===== src/rtl/rqm_pkg.sv =====
package rqm_pkg;
  localparam int ERR_W     = 4;
  localparam int ERR_CRC   = 0;
  localparam int ERR_OVR   = 1;
  localparam int ERR_LONG  = 2;
  localparam int ERR_SHORT = 3;

  localparam int STS_LEN_W    = 16;
  localparam int STS_ERR_LSB  = 16;
  localparam int STS_IDX_LSB  = 20;
  localparam int STS_IDX_W    = 8;
  localparam int STS_DONE_BIT = 31;

  typedef enum logic [1:0] {OWN_NONE, OWN_FETCH, OWN_DMA} owner_e;
  typedef enum logic [1:0] {ST_IDLE, ST_STORE, ST_DROP, ST_STAT} dma_st_e;
endpackage


===== src/rtl/rqm_fifo.sv =====
module rqm_fifo #(
  parameter int W     = 8,
  parameter int DEPTH = 4
) (
  input  logic         clk_i,
  input  logic         rst_ni,
  input  logic         flush_i,
  input  logic         push_i,
  input  logic [W-1:0] wdata_i,
  input  logic         pop_i,
  output logic [W-1:0] rdata_o,
  output logic         empty_o,
  output logic         full_o
);
  localparam int PW = (DEPTH > 1) ? $clog2(DEPTH) : 1;
  localparam int CNW = $clog2(DEPTH + 1);

  logic [W-1:0]   mem_q [DEPTH];
  logic [PW-1:0]  wp_q, rp_q;
  logic [CNW-1:0] cnt_q;
  logic           do_push, do_pop;

  assign empty_o = (cnt_q == '0);
  assign full_o  = (cnt_q == CNW'(DEPTH));
  assign do_push = push_i && !full_o;
  assign do_pop  = pop_i && !empty_o;
  assign rdata_o = mem_q[rp_q];

  function automatic logic [PW-1:0] nxt(input logic [PW-1:0] p);
    return (p == PW'(DEPTH - 1)) ? '0 : p + 1'b1;
  endfunction

  always_ff @(posedge clk_i or negedge rst_ni) begin
    if (!rst_ni) begin
      wp_q  <= '0;
      rp_q  <= '0;
      cnt_q <= '0;
    end else if (flush_i) begin
      wp_q  <= '0;
      rp_q  <= '0;
      cnt_q <= '0;
    end else begin
      if (do_push) wp_q <= nxt(wp_q);
      if (do_pop)  rp_q <= nxt(rp_q);
      cnt_q <= cnt_q + CNW'(do_push) - CNW'(do_pop);
    end
  end

  always_ff @(posedge clk_i) begin
    if (do_push) mem_q[wp_q] <= wdata_i;
  end
endmodule


===== src/rtl/rqm_credit.sv =====
module rqm_credit #(
  parameter int CW = 16
) (
  input  logic          clk_i,
  input  logic          rst_ni,
  input  logic          clr_i,
  input  logic          add_i,
  input  logic [CW-1:0] add_val_i,
  input  logic          dec_i,
  output logic [CW-1:0] cnt_o
);
  always_ff @(posedge clk_i or negedge rst_ni) begin
    if (!rst_ni)    cnt_o <= '0;
    else if (clr_i) cnt_o <= '0;
    else            cnt_o <= cnt_o + (add_i ? add_val_i : '0) - CW'(dec_i);
  end
endmodule


===== src/rtl/rqm_fetch.sv =====
module rqm_fetch #(
  parameter int            AW        = 32,
  parameter int            NDESC     = 16,
  parameter int            IW        = 4,
  parameter logic [AW-1:0] DESC_BASE = '0
) (
  input  logic          clk_i,
  input  logic          rst_ni,
  input  logic          flush_i,
  input  logic          credit_nz_i,
  input  logic          slot_free_i,
  input  logic          done_i,
  input  logic [AW-1:0] rdata_i,
  output logic          req_o,
  output logic [AW-1:0] addr_o,
  output logic [AW-1:0] buf_addr_o,
  output logic [IW-1:0] buf_idx_o
);
  logic [IW-1:0] idx_q;

  assign req_o      = credit_nz_i && slot_free_i;
  assign addr_o     = DESC_BASE + AW'({idx_q, 2'b00});
  assign buf_addr_o = rdata_i;
  assign buf_idx_o  = idx_q;

  always_ff @(posedge clk_i or negedge rst_ni) begin
    if (!rst_ni)      idx_q <= '0;
    else if (flush_i) idx_q <= '0;
    else if (done_i)  idx_q <= (idx_q == IW'(NDESC - 1)) ? '0 : idx_q + 1'b1;
  end
endmodule


===== src/rtl/rqm_dma.sv =====
module rqm_dma import rqm_pkg::*; #(
  parameter int            AW       = 32,
  parameter int            DW       = 32,
  parameter int            IW       = 4,
  parameter int            BW       = 3,
  parameter int            NSTS     = 16,
  parameter logic [AW-1:0] STS_BASE = '0
) (
  input  logic             clk_i,
  input  logic             rst_ni,
  input  logic             flush_i,
  input  logic             run_i,
  input  logic             dq_empty_i,
  input  logic [DW-1:0]    dq_data_i,
  input  logic [BW-1:0]    dq_bytes_i,
  input  logic             dq_last_i,
  input  logic [ERR_W-1:0] dq_err_i,
  output logic             dq_pop_o,
  input  logic             df_empty_i,
  input  logic [AW-1:0]    df_addr_i,
  input  logic [IW-1:0]    df_idx_i,
  output logic             df_pop_o,
  input  logic             sts_nz_i,
  input  logic             desc_nz_i,
  input  logic             ovf_i,
  input  logic             done_i,
  output logic             req_o,
  output logic [AW-1:0]    addr_o,
  output logic [DW-1:0]    wdata_o,
  output logic             sts_done_o,
  output logic [AW-1:0]    cur_addr_o
);
  localparam int SW = (NSTS > 1) ? $clog2(NSTS) : 1;

  dma_st_e              st_q, st_d;
  logic [AW-1:0]        cur_q;
  logic [IW-1:0]        idx_q;
  logic [STS_LEN_W-1:0] len_q;
  logic [ERR_W-1:0]     err_q;
  logic                 pend_q;
  logic [SW-1:0]        sidx_q;
  logic                 drop_start;
  logic [DW-1:0]        sts_word;

  assign cur_addr_o = cur_q;

  always_comb begin
    sts_word = '0;
    sts_word[STS_DONE_BIT] = 1'b1;
    sts_word[STS_IDX_LSB +: STS_IDX_W] = STS_IDX_W'(idx_q);
    sts_word[STS_ERR_LSB +: ERR_W] = err_q | (pend_q ? ERR_W'(1 << ERR_OVR) : '0);
    sts_word[STS_LEN_W-1:0] = len_q;
  end

  always_comb begin
    st_d       = st_q;
    dq_pop_o   = 1'b0;
    df_pop_o   = 1'b0;
    req_o      = 1'b0;
    addr_o     = cur_q;
    wdata_o    = dq_data_i;
    sts_done_o = 1'b0;
    drop_start = 1'b0;
    unique case (st_q)
      ST_IDLE: if (run_i && !dq_empty_i) begin
        if (!sts_nz_i || (df_empty_i && !desc_nz_i)) begin
          st_d       = ST_DROP;
          drop_start = 1'b1;
        end else if (!df_empty_i) begin
          df_pop_o = 1'b1;
          st_d     = ST_STORE;
        end
      end
      ST_STORE: begin
        req_o = run_i && !dq_empty_i;
        if (done_i) begin
          dq_pop_o = 1'b1;
          if (dq_last_i) st_d = ST_STAT;
        end
      end
      ST_DROP: if (run_i && !dq_empty_i) begin
        dq_pop_o = 1'b1;
        if (dq_last_i) st_d = ST_IDLE;
      end
      ST_STAT: begin
        req_o   = run_i;
        addr_o  = STS_BASE + AW'({sidx_q, 2'b00});
        wdata_o = sts_word;
        if (done_i) begin
          sts_done_o = 1'b1;
          st_d       = ST_IDLE;
        end
      end
      default: st_d = ST_IDLE;
    endcase
  end

  always_ff @(posedge clk_i or negedge rst_ni) begin
    if (!rst_ni) begin
      st_q   <= ST_IDLE;
      cur_q  <= '0;
      idx_q  <= '0;
      len_q  <= '0;
      err_q  <= '0;
      pend_q <= 1'b0;
      sidx_q <= '0;
    end else if (flush_i) begin
      st_q   <= ST_IDLE;
      cur_q  <= '0;
      idx_q  <= '0;
      len_q  <= '0;
      err_q  <= '0;
      pend_q <= 1'b0;
      sidx_q <= '0;
    end else begin
      st_q <= st_d;
      if (df_pop_o) begin
        cur_q <= df_addr_i;
        idx_q <= df_idx_i;
        len_q <= '0;
        err_q <= '0;
      end else if (st_q == ST_STORE && done_i) begin
        cur_q <= cur_q + AW'(DW / 8);
        len_q <= len_q + STS_LEN_W'(dq_bytes_i);
        err_q <= err_q | dq_err_i;
      end
      // overrun flag survives until a status word carries it
      if (drop_start || ovf_i) pend_q <= 1'b1;
      else if (sts_done_o)     pend_q <= 1'b0;
      if (sts_done_o) sidx_q <= (sidx_q == SW'(NSTS - 1)) ? '0 : sidx_q + 1'b1;
    end
  end
endmodule


===== src/rtl/rqm_top.sv =====
module rqm_top import rqm_pkg::*; #(
  parameter int            AW          = 32,
  parameter int            DW          = 32,
  parameter int            CW          = 16,
  parameter int            NDESC       = 16,
  parameter int            NSTS        = 16,
  parameter int            DFIFO_DEPTH = 4,
  parameter int            DATA_DEPTH  = 16,
  parameter logic [AW-1:0] DESC_BASE   = 'h0,
  parameter logic [AW-1:0] STS_BASE    = 'h100
) (
  input  logic                     clk_i,
  input  logic                     rst_ni,
  input  logic                     desc_enq_wr_i,
  input  logic [CW-1:0]            desc_enq_cnt_i,
  input  logic                     sts_rel_wr_i,
  input  logic [CW-1:0]            sts_rel_cnt_i,
  input  logic                     chan_rst_i,
  input  logic                     irq_clr_i,
  input  logic                     frame_irq_en_i,
  input  logic                     par_chk_en_i,
  input  logic                     rxd_valid_i,
  input  logic [DW-1:0]            rxd_data_i,
  input  logic [$clog2(DW/8):0]    rxd_bytes_i,
  input  logic                     rxd_last_i,
  input  logic [ERR_W-1:0]         rxd_err_i,
  input  logic                     par_err_i,
  input  logic                     sys_err_i,
  output logic                     mem_req_o,
  output logic                     mem_we_o,
  output logic [AW-1:0]            mem_addr_o,
  output logic [DW-1:0]            mem_wdata_o,
  input  logic                     mem_gnt_i,
  input  logic                     mem_err_i,
  input  logic [DW-1:0]            mem_rdata_i,
  output logic [CW-1:0]            desc_cnt_o,
  output logic [CW-1:0]            sts_cnt_o,
  output logic [AW-1:0]            cur_buf_addr_o,
  output logic                     halted_o,
  output logic                     irq_o
);
  localparam int BW   = $clog2(DW / 8) + 1;
  localparam int IW   = (NDESC > 1) ? $clog2(NDESC) : 1;
  localparam int DQ_W = DW + BW + 1 + ERR_W;
  localparam int DF_W = AW + IW;

  logic            halted_q, irq_q;
  owner_e          own_q;
  logic            hard_now, xfer_ok, dma_done, fetch_done, sts_done;
  logic            sel_dma, sel_fetch;

  // receive data FIFO
  logic            dq_push, dq_pop, dq_empty, dq_full, ovf;
  logic [DQ_W-1:0] dq_rdata;
  logic [DW-1:0]   dq_data;
  logic [BW-1:0]   dq_bytes;
  logic            dq_last;
  logic [ERR_W-1:0] dq_err;

  assign dq_push = rxd_valid_i && !halted_q && !chan_rst_i;
  assign ovf     = dq_push && dq_full;
  assign {dq_data, dq_bytes, dq_last, dq_err} = dq_rdata;

  rqm_fifo #(.W(DQ_W), .DEPTH(DATA_DEPTH)) u_data_fifo (
    .clk_i, .rst_ni, .flush_i(chan_rst_i),
    .push_i(dq_push), .wdata_i({rxd_data_i, rxd_bytes_i, rxd_last_i, rxd_err_i}),
    .pop_i(dq_pop), .rdata_o(dq_rdata), .empty_o(dq_empty), .full_o(dq_full)
  );

  // descriptor credits, fetcher, descriptor FIFO
  logic            fetch_req;
  logic [AW-1:0]   fetch_addr, fetch_buf;
  logic [IW-1:0]   fetch_idx;
  logic            df_pop, df_empty, df_full;
  logic [DF_W-1:0] df_rdata;
  logic [AW-1:0]   df_addr;
  logic [IW-1:0]   df_idx;

  assign {df_addr, df_idx} = df_rdata;

  rqm_credit #(.CW(CW)) u_desc_credit (
    .clk_i, .rst_ni, .clr_i(chan_rst_i), .add_i(desc_enq_wr_i),
    .add_val_i(desc_enq_cnt_i), .dec_i(fetch_done), .cnt_o(desc_cnt_o)
  );

  rqm_fetch #(.AW(AW), .NDESC(NDESC), .IW(IW), .DESC_BASE(DESC_BASE)) u_fetch (
    .clk_i, .rst_ni, .flush_i(chan_rst_i),
    .credit_nz_i(desc_cnt_o != '0), .slot_free_i(!df_full), .done_i(fetch_done),
    .rdata_i(mem_rdata_i[AW-1:0]), .req_o(fetch_req), .addr_o(fetch_addr),
    .buf_addr_o(fetch_buf), .buf_idx_o(fetch_idx)
  );

  rqm_fifo #(.W(DF_W), .DEPTH(DFIFO_DEPTH)) u_desc_fifo (
    .clk_i, .rst_ni, .flush_i(chan_rst_i),
    .push_i(fetch_done), .wdata_i({fetch_buf, fetch_idx}),
    .pop_i(df_pop), .rdata_o(df_rdata), .empty_o(df_empty), .full_o(df_full)
  );

  // status credits and frame engine
  logic            dma_req;
  logic [AW-1:0]   dma_addr;
  logic [DW-1:0]   dma_wdata;

  rqm_credit #(.CW(CW)) u_sts_credit (
    .clk_i, .rst_ni, .clr_i(chan_rst_i), .add_i(sts_rel_wr_i),
    .add_val_i(sts_rel_cnt_i), .dec_i(sts_done), .cnt_o(sts_cnt_o)
  );

  rqm_dma #(.AW(AW), .DW(DW), .IW(IW), .BW(BW), .NSTS(NSTS), .STS_BASE(STS_BASE)) u_dma (
    .clk_i, .rst_ni, .flush_i(chan_rst_i), .run_i(!halted_q),
    .dq_empty_i(dq_empty), .dq_data_i(dq_data), .dq_bytes_i(dq_bytes),
    .dq_last_i(dq_last), .dq_err_i(dq_err), .dq_pop_o(dq_pop),
    .df_empty_i(df_empty), .df_addr_i(df_addr), .df_idx_i(df_idx), .df_pop_o(df_pop),
    .sts_nz_i(sts_cnt_o != '0), .desc_nz_i(desc_cnt_o != '0), .ovf_i(ovf),
    .done_i(dma_done), .req_o(dma_req), .addr_o(dma_addr), .wdata_o(dma_wdata),
    .sts_done_o(sts_done), .cur_addr_o(cur_buf_addr_o)
  );

  // memory port: frame engine first, owner locked until grant
  always_comb begin
    sel_dma   = (own_q == OWN_DMA) || (own_q == OWN_NONE && dma_req);
    sel_fetch = (own_q == OWN_FETCH) || (own_q == OWN_NONE && !dma_req && fetch_req);
  end

  assign mem_req_o   = !halted_q && ((sel_dma && dma_req) || (sel_fetch && fetch_req));
  assign mem_we_o    = sel_dma;
  assign mem_addr_o  = sel_dma ? dma_addr : fetch_addr;
  assign mem_wdata_o = dma_wdata;

  assign hard_now   = sys_err_i || (par_chk_en_i && par_err_i) ||
                      (mem_req_o && mem_gnt_i && mem_err_i);
  assign xfer_ok    = mem_req_o && mem_gnt_i && !hard_now;
  assign dma_done   = xfer_ok && sel_dma;
  assign fetch_done = xfer_ok && sel_fetch;

  always_ff @(posedge clk_i or negedge rst_ni) begin
    if (!rst_ni) begin
      own_q    <= OWN_NONE;
      halted_q <= 1'b0;
      irq_q    <= 1'b0;
    end else begin
      if (chan_rst_i || hard_now)     own_q <= OWN_NONE;
      else if (mem_req_o && !mem_gnt_i) own_q <= sel_dma ? OWN_DMA : OWN_FETCH;
      else                            own_q <= OWN_NONE;
      halted_q <= chan_rst_i ? 1'b0 : (halted_q || hard_now);
      irq_q    <= (irq_q && !irq_clr_i) || hard_now || (sts_done && frame_irq_en_i);
    end
  end

  assign halted_o = halted_q;
  assign irq_o    = irq_q;
endmodule


===== config.mk =====
export PLATFORM = sky130hd
export DESIGN_NAME = rqm_top
export DESIGN_NICKNAME = d
export VERILOG_FILES = /design/src/rtl/rqm_pkg.sv /design/src/rtl/rqm_fifo.sv /design/src/rtl/rqm_credit.sv /design/src/rtl/rqm_fetch.sv /design/src/rtl/rqm_dma.sv /design/src/rtl/rqm_top.sv
export SDC_FILE = /design/constraint.sdc
export NUM_CORES = 1
export LEC_CHECK = 0
export ABC_AREA = 1
export BUFFER_PORTS_ARGS = -buffer_cell sky130_fd_sc_hd__buf_4
export CORE_MARGIN = 2
export CORE_UTILIZATION = 55
export CTS_CLUSTER_DIAMETER = 120
export DETAILED_ROUTE_END_ITERATION = 6
export PLACE_DENSITY = 0.73
export SKIP_LAST_GASP = 1
export SYNTH_ARGS = -nofsm -noshare
export SYNTH_HDL_FRONTEND = slang
export SYNTH_HIERARCHICAL = 1
export SYNTH_SLANG_ARGS = --single-unit

===== constraint.sdc =====
create_clock -name clk_i -period 11.75 [get_ports clk_i]
set_clock_uncertainty 0.05 [all_clocks]
set_input_delay 0.5875 -clock clk_i [delete_from_list [all_inputs] [get_ports clk_i]]
set_output_delay 0.5875 -clock clk_i [all_outputs]
set_load 0.005 [all_outputs]

## Word-level counts from Yosys, hierarchy flattened

Memories as Yosys holds them, arrays and structs flattened.
Cells that the tools add are included.

- Reductions and logical operators: 65
- Eq/ne operators: 20
- Add/subtract/negate cells: 17
- Bitwise logic cells: 2
- Mux-type cells: 72

Operator list:

| kind | number |
|---|---|
| $mux W32 | 6 |
| $mux W16 | 7 |
| $mux W4 | 17 |
| $mux W2 | 19 |
| $add A16 B16 Y16 | 2 |
| $add A32 B3 Y32 const B | 1 |
| $reduce_bool A16 Y1 | 2 |
| $sub A16 B1 Y16 | 2 |
| $logic_and A1 B1 Y1 | 26 |
| $mux W1 | 18 |
| $add A16 B3 Y16 | 1 |
| $add A4 B1 Y4 const B | 4 |
| $eq A4 B4 Y1 const B | 4 |
| $reduce_bool A2 Y1 | 7 |
| $logic_not A1 Y1 | 12 |
| $ne A3 B2 Y1 const B | 4 |
| $logic_or A1 B1 Y1 | 11 |
| $add A9 B6 Y10 const A | 1 |
| $eq A2 B2 Y1 const B | 5 |
| $or A4 B4 Y4 | 2 |
| $pmux W2 S4 | 1 |
| $reduce_and A7 Y1 | 1 |
| $ne A3 B3 Y1 const B | 2 |
| $reduce_bool A3 Y1 | 2 |
| 15 further kinds | 19 |

- Word-level logic and storage cells: 197
- Register bits: 123
- Bits in writable memories: 784
- Memories: 2
- Input port bits: 117

Memories:

| name | depth | width | read ports | clocked after Yosys merged registers in | wr ports | RTL line | RTL |
|---|---|---|---|---|---|---|---|
| u_data_fifo.mem_q | 16 | 40 | 1 | 0 | 1 | rqm_fifo.sv:18 | `logic [W-1:0] mem_q [DEPTH];` |
| u_desc_fifo.mem_q | 4 | 36 | 1 | 0 | 1 | rqm_fifo.sv:18 |  |

## Logic depth before layout (Yosys ltp)

- Depth in word-level cells: 22
- Mapped depth: 28
- Gate-level depth less buffers: 28

## Cells and area by module

The synthesis kept the hierarchy.

By module, submodules not included:

| module | area each (um2) | sequential area each (um2) | times used | cells each |
|---|---|---|---|---|
| rqm_fifo (u_data_fifo) | 27,521.4 | 19,543.7 | 1 | 2,621 |
| rqm_fifo (u_desc_fifo) | 6,269.8 | 4,499.3 | 1 | 481 |
| rqm_dma | 4,705.8 | 1,576.5 | 1 | 759 |
| rqm_credit | 1,894.3 | 400.4 | 2 | 299 |
| rqm_top | 763.2 | 100.1 | 1 | 159 |
| rqm_fetch | 711.9 | 100.1 | 1 | 92 |

## Worst setup path after synthesis

No wires, ideal clock.

- Kind: flip-flop to flip-flop
- Start: register u_dma.st_q[0]
- End: memory u_desc_fifo/mem_q[0][0] (netlist bit), enable pin
- Stages on the path, launching flop included: 14
- Library setup time: 0.429 ns
- Required time: 11.271 ns
- Data arrival time: 3.743 ns
- Buffers on the path: 2
- Slack: 7.527 ns
- Period minus slack after synthesis: 4.223 ns
- Cell sequence: dfrtp_1 > ha_1 > clkbuf_1 > clkinv_1 > clkbuf_1 > o21ai_0 > nand2_1 > nand2_1 > nand2_1 > inv_1 > nand4_1 > nor2_1 > nand2_1 > nor2_1

- Longest elaborated chain between the ends: 18
- Elaborated cells on any way between the ends: 22
- Those cells by class: eq/ne (2); mux (3); reduce/logical (17)

RTL lines:

| element | RTL line | RTL |
|---|---|---|
| from (decl) | rqm_dma.sv:35 | `dma_st_e st_q, st_d;` |
| from (signal assigned) | rqm_dma.sv:116 | `st_q <= st_d;` |
| $eq A2 B2 Y1 / $eq A2 B1 Y1 (equally long branches) | rqm_dma.sv:64 | `unique case (st_q)` |
| $pmux W1 S2 (*) | rqm_dma.sv:64 |  |
| net dma_req | rqm_top.sv:100 | `logic dma_req;` |
| $logic_not A1 Y1 | rqm_top.sv:122 | `sel_fetch = (own_q == OWN_FETCH) \|\| (own_q == OWN_NONE && !dma_req && fetch_req);` |
| $logic_and A1 B1 Y1 (2 in series) | rqm_top.sv:122 |  |
| $logic_or A1 B1 Y1 | rqm_top.sv:122 |  |
| $logic_and A1 B1 Y1 | rqm_top.sv:125 | `assign mem_req_o = !halted_q && ((sel_dma && dma_req) \|\| (sel_fetch && fetch_req));` |
| $logic_or A1 B1 Y1 (*) | rqm_top.sv:125 |  |
| (+1 left out) | -- |  |
| net mem_req_o | rqm_top.sv:29 | `output logic mem_req_o,` |
| (+2 left out) | -- |  |
| $logic_or A1 B1 Y1 | rqm_top.sv:130 | `assign hard_now = sys_err_i \|\| (par_chk_en_i && par_err_i) \|\|` |
| $logic_not A1 Y1 | rqm_top.sv:132 | `assign xfer_ok = mem_req_o && mem_gnt_i && !hard_now;` |
| $logic_and A1 B1 Y1 (*) | rqm_top.sv:132 |  |
| $logic_and A1 B1 Y1 (*) | rqm_top.sv:134 | `assign fetch_done = xfer_ok && sel_fetch;` |
| net fetch_done | rqm_top.sv:49 | `logic hard_now, xfer_ok, dma_done, fetch_done, sts_done;` |
| $logic_and A1 B1 Y1 (*) | rqm_fifo.sv:25 | `assign do_push = push_i && !full_o;` |
| $mux W1 (*) | rqm_fifo.sv:50 | `if (do_push) mem_q[wp_q] <= wdata_i;` |
| $mux W1 (not written as such) (*) | rqm_fifo.sv:50 |  |
| to (decl) | rqm_fifo.sv:18 |  |

Mark *: on every way through the listed nets, which the timed path passes. The rest lies on a longest branch.

## Worst setup path after layout

- Start: register u_dma.st_q[0]
- End: register u_data_fifo.cnt_q[4]

- Longest elaborated chain between the ends: 20
- Elaborated cells on any way between the ends: 25
- Those cells by class: add/sub (1); eq/ne (3); mux (4); reduce/logical (17)

RTL lines:

| element | RTL line | RTL |
|---|---|---|
| $eq A2 B2 Y1 / $eq A2 B1 Y1 (equally long branches) | rqm_dma.sv:64 |  |
| $pmux W1 S2 (*) | rqm_dma.sv:64 |  |
| net dma_req | rqm_top.sv:100 |  |
| $logic_not A1 Y1 | rqm_top.sv:122 |  |
| $logic_and A1 B1 Y1 (2 in series) | rqm_top.sv:122 |  |
| $logic_or A1 B1 Y1 | rqm_top.sv:122 |  |
| $logic_and A1 B1 Y1 | rqm_top.sv:125 |  |
| $logic_or A1 B1 Y1 | rqm_top.sv:125 |  |
| (+6 left out) | -- |  |
| $logic_and A1 B1 Y1 (*) | rqm_top.sv:133 | `assign dma_done = xfer_ok && sel_dma;` |
| net dma_done | rqm_top.sv:49 |  |
| $mux W1 (*) | rqm_dma.sv:76 | `if (done_i) begin` |
| $pmux W1 S2 (*) | rqm_dma.sv:64 |  |
| net dq_pop | rqm_top.sv:53 | `logic dq_push, dq_pop, dq_empty, dq_full, ovf;` |
| $logic_and A1 B1 Y1 (*) | rqm_fifo.sv:26 | `assign do_pop = pop_i && !empty_o;` |
| $sub A5 B1 Y5 (*) | rqm_fifo.sv:45 | `cnt_q <= cnt_q + CNW'(do_push) - CNW'(do_pop);` |
| $mux W5 (*) | rqm_fifo.sv:38 | `end else if (flush_i) begin` |
| to (signal assigned) | rqm_fifo.sv:45 |  |
| to (decl) | rqm_fifo.sv:20 | `logic [CNW-1:0] cnt_q;` |

Marked as above.
A chain may end at the register's enable or synchronous reset.

==> results.md <==
* Status: finished, final reports clean
* IR Drop Worst-Case VDD at approximately 0.15 mV
* Compound-Gate Fraction of Synth Area at 0.0337
* Die footprint at between 0.08 and 0.09 mm2
* CP Max Fanout at between 50 and 60
* Hold Crit Class: in -> reg
* Htree depth at 3
* Post-cts sizing count at 0
* Register area share after synthesis at 0.608
* Chip width at ~290 um
* Max-slew violation count at 0
* Vias at between 30k and 40k
* Worst path most repeated cell: inv_1
* Yosys top cell by area: edfxtp_1
* Clock group share of total power at 0.369
* Number of stages on the worst setup path at 21
* Root buf cell: clkbuf_16
* GR Util met2 at 0.418
* Via density at roughly 5.3
* Worst setup path category: reg -> reg
* Slew HR at 0.358
* Setup tns final at 0 ns
* Cts hold-fix bufs at 1
* Fin nets at 5,085
* Die Height at 286 um
* RSZ-0062 raised after global routing: no
* Cells along the critical path: ha_2, buf_4, inv_2, o21ai_0, inv_1, a21oi_4, inv_2, nor2_1, nand2_2, a21boi_0, nand2_1, inv_1, ha_1, inv_1, ha_1, inv_1, fa_1, inv_1, nand3_1, a21oi_1, nor2_1
* Mapped Cells at between 4k and 5k
* WL/cell at around 18 um
* Congestion Overflow GR at 0
* Largest family of logic cells by synthesized area: simple AND/OR/NAND/NOR gates
* GR Util met3 at 0.0396
* Post-CTS Setup Bufs at 0
* Fmax at 171 MHz
* IO buf count at approximately 250
* Switching share of power at 0.275
* Hold_sp: mem_rdata_i[14]
* Ranking of synthesized cells by area: edfxtp_1, nand2_1, dfrtp_1, inv_1, nor2_1
* Number of global-route vias before repair at about 29k
* Final Util at 0.624
* Slowest cell on the critical path: a21oi_4
* Row cnt at 103
* Fill cells at between 6k and 7k
* Layout area overhead at 12.4%
* Post-route antenna net violation count at 0
* Overall Global Routing Usage at 0.263
* Adder-cell share of the synthesized area at 0.0277
* Synth Flop Type: edfxtp_1
* Clock-pin slew on the worst setup and hold paths at 0.06 ns
* Number of warnings issued by yosys at 6
* Sw power at 2.20 mW
* Setup slack after layout at about 5.9 ns
* Final setup viols at 0
* Num CTS Buffers at between 90 and 100
* Startpoint class of the critical path: flip-flop
* Tcrit/Tclk final at 0.496
* Final hold violation count at 0
* First-pass GRT wire length at approximately 170 mm
* RePlAce Congestion at 0.947
* Antenna violations before repair at 1
* Yosys reg bits at between 900 and 1k
* Post-detail-place hpwl at 64.4 mm
* Clk sink count at between 900 and 1k
* Worst hold path depth at 1
* Critical path required time at around 12 ns
* WL final at roughly 110 mm
* R2r worst-path depth at 21
* Static Leak at 21.6 nW
* Mux contribution to synthesized area at 0
* M1 GR Usage at 0.375
* Power per cell area at ~160 mW/mm2
* Initial Util at 0.555
* CTS tree: yes
* Largest net degree at the start of global routing at a little over 100
* Share of cells above drive strength 1 at 0.117
* CTS max path bufs at 3
* Worst slew pin tran at 0.961 ns
* CP max stage delay at roughly 0.7 ns
* Yosys top cell area share at 0.538
* Period minus WS final at about 5.8 ns
* Crit. End Element: flip-flop
* Io pins at about 250
* Number of synthesized flops with an enable pin at slightly below 800
* First-pass detailed-route iteration total at 7
* Xor/xnor cell area share of the yosys netlist at 0.00540
* Critical Path Source: u_dma/st_q[0]
* Post-Syn Area at 0.0438 mm2
* Initial DRC Count at roughly 3.4k
* Sequential share of power at 0.454
* Area of the multi-input gates at approximately 0.014 mm2
* WP buf/inv at 8
* Core area at roughly 0.079 mm2
* Number of max-cap violations at 0
* Grt peak-use layer: met2
* DRC Markers at 0
* Worst skew pair latency at ~0.65 ns
* Int Pwr at just under 6 mW
* Logic gate share of total power at 0.178
* Async SR Flop Fraction at 0.136
* Seq. cell area at 0.0266 mm2
* Top cell family by delay on the critical path: buffers and inverters
* Mean Syn Cell Area at a little over 9 um2
* Synth cell types at between 40 and 50
* Critical Path AT at about 6.3 ns
* Simple-Gate Fraction of Synth Area at 0.238
* FF-to-FF Start: u_dma/st_q[0]
* Pre-CTS setup slack at around 6 ns
-- power by group through the flow --
stage,Sequential (mW),Combinational (mW),Clock [mW]
floorplan,3.69,1.00,0
global placement,3.71,1.38,0
detailed placement,3.71,1.41,0
CTS,3.64,1.42,3.00
global route,3.65,1.61,3.13
finish,3.64,1.43,2.96
-- cell usage after synthesis (5+ instances only) --
cell type  count
nand4_1       19
o21ai_0       94
buf_4         68
xnor2_1        5
o211ai_1       9
nor2_2        12
edfxtp_1     784
inv_2         27
buf_6         11
dfrtp_1      123
buf_2        111
inv_1        605
nor2_1       459
clkbuf_1      44
o211ai_2      30
nor3_1         5
fa_1           5
o21ai_1        5
nor2_4        10
nand2_1     1672
ha_1          89
xor2_1        22
a21oi_1       85
nand3_1      332
nand3_2        7
buf_1         10
nor4_1         5
nand2_2       24
-- worst register-to-register path, cell delays in order (launching register included) --
cell and delay [ns]:
dfrtp_1 0.39, ha_2 0.18, buf_4 0.52, inv_2 0.56, o21ai_0 0.38, inv_1 0.13
a21oi_4 0.71, inv_2 0.50, nor2_1 0.33, nand2_2 0.20, a21boi_0 0.21, nand2_1 0.16
inv_1 0.13, ha_1 0.23, inv_1 0.05, ha_1 0.14, inv_1 0.05, fa_1 0.39
inv_1 0.09, nand3_1 0.09, a21oi_1 0.16, nor2_1 0.06
-- cell usage in the layout (no fill, tap or decap), drive strengths merged, types with 9 or more instances in the layout --
| cell | n |
|---|---|
| nand2 | 1697 |
| edfxtp | 784 |
| inv | 633 |
| nor2 | 481 |
| nand3 | 341 |
| buf | 287 |
| dfrtp | 123 |
| clkbuf | 120 |
| o21ai | 99 |
| a21oi | 90 |
| ha | 89 |
| o211ai | 39 |
| clkinv | 35 |
| conb | 28 |
| xor2 | 22 |
| nand4 | 19 |
| bufinv | 10 |
| nor3 | 9 |
-- final timing paths --
| path | slack, ns | to |
|---|---|---|
| max | 5.92 | u_data_fifo/cnt_q[4] |
| min | 0.09 | u_desc_fifo/mem_q[1][18] |
| max reg2reg | 5.92 | u_data_fifo/cnt_q[4] |
| min reg2reg | 0.43 | u_dma/idx_q[3] |
| max in group asynchronous | 9.87 | u_data_fifo/rp_q[0] |
| min in group asynchronous | 0.52 | u_desc_credit/cnt_o[11] |
-- logic make-up after synthesis --
family	Yosys count
AND/OR/NAND/NOR	2565
flip-flops	907
buffers and inverters	881
AO/OA/AOI/OAI	235
adder cells (fa/ha/maj)	94
XOR/XNOR	27
other	1
-- final cells by class --
type	count	share of cell area
flip-flops and latches	907	0.542
clock buffers	120	0.0508
multi-input cells	2949	0.277
diodes	1	0.0000509
repair buffers	288	0.0441
clock inverters	48	0.0116
inverters	635	0.0486
well taps	1050	0.0267
-- metrics by stage --
stage | cell area [um2] | hold slack, ns | power (mW) | cells
2_1_floorplan | 43900 | 0.242 | 4.69 | 4737
3_3_place_gp | 46100 | 0.411 | 5.09 | 5828
3_5_place_dp | 46100 | 0.410 | 5.12 | 5828
4_1_cts | 49200 | 0.0561 | 8.06 | 5997
5_1_grt | 49200 | 0.0583 | 8.39 | 5997
6_report | 49200 | 0.0942 | 8.03 | 5998
-- sequential cells by signal, indices dropped and copies added, names as in the netlist, 2 cells and up --
register,count
own_q,2
u_data_fifo/cnt_q,5
u_sts_credit/cnt_o,16
u_desc_credit/cnt_o,16
u_dma/len_q,16
u_data_fifo/wp_q,4
u_desc_fifo/wp_q,2
u_dma/sidx_q,4
u_dma/idx_q,4
u_desc_fifo/rp_q,2
u_dma/st_q,2
u_fetch/buf_idx_o,4
u_data_fifo/mem_q,640
u_dma/cur_addr_o,32
u_desc_fifo/mem_q,144
u_data_fifo/rp_q,4
u_desc_fifo/cnt_q,3
u_dma/err_q,4
-- routing by layer --
metal,share of wire,up-vias
met2,0.46,1275
met1,0.42,14800
met5,0.000074,-
met4,0.031,2
li1,-,15200
met3,0.082,225
No activity file was read; power rests on OpenSTA's default activity.
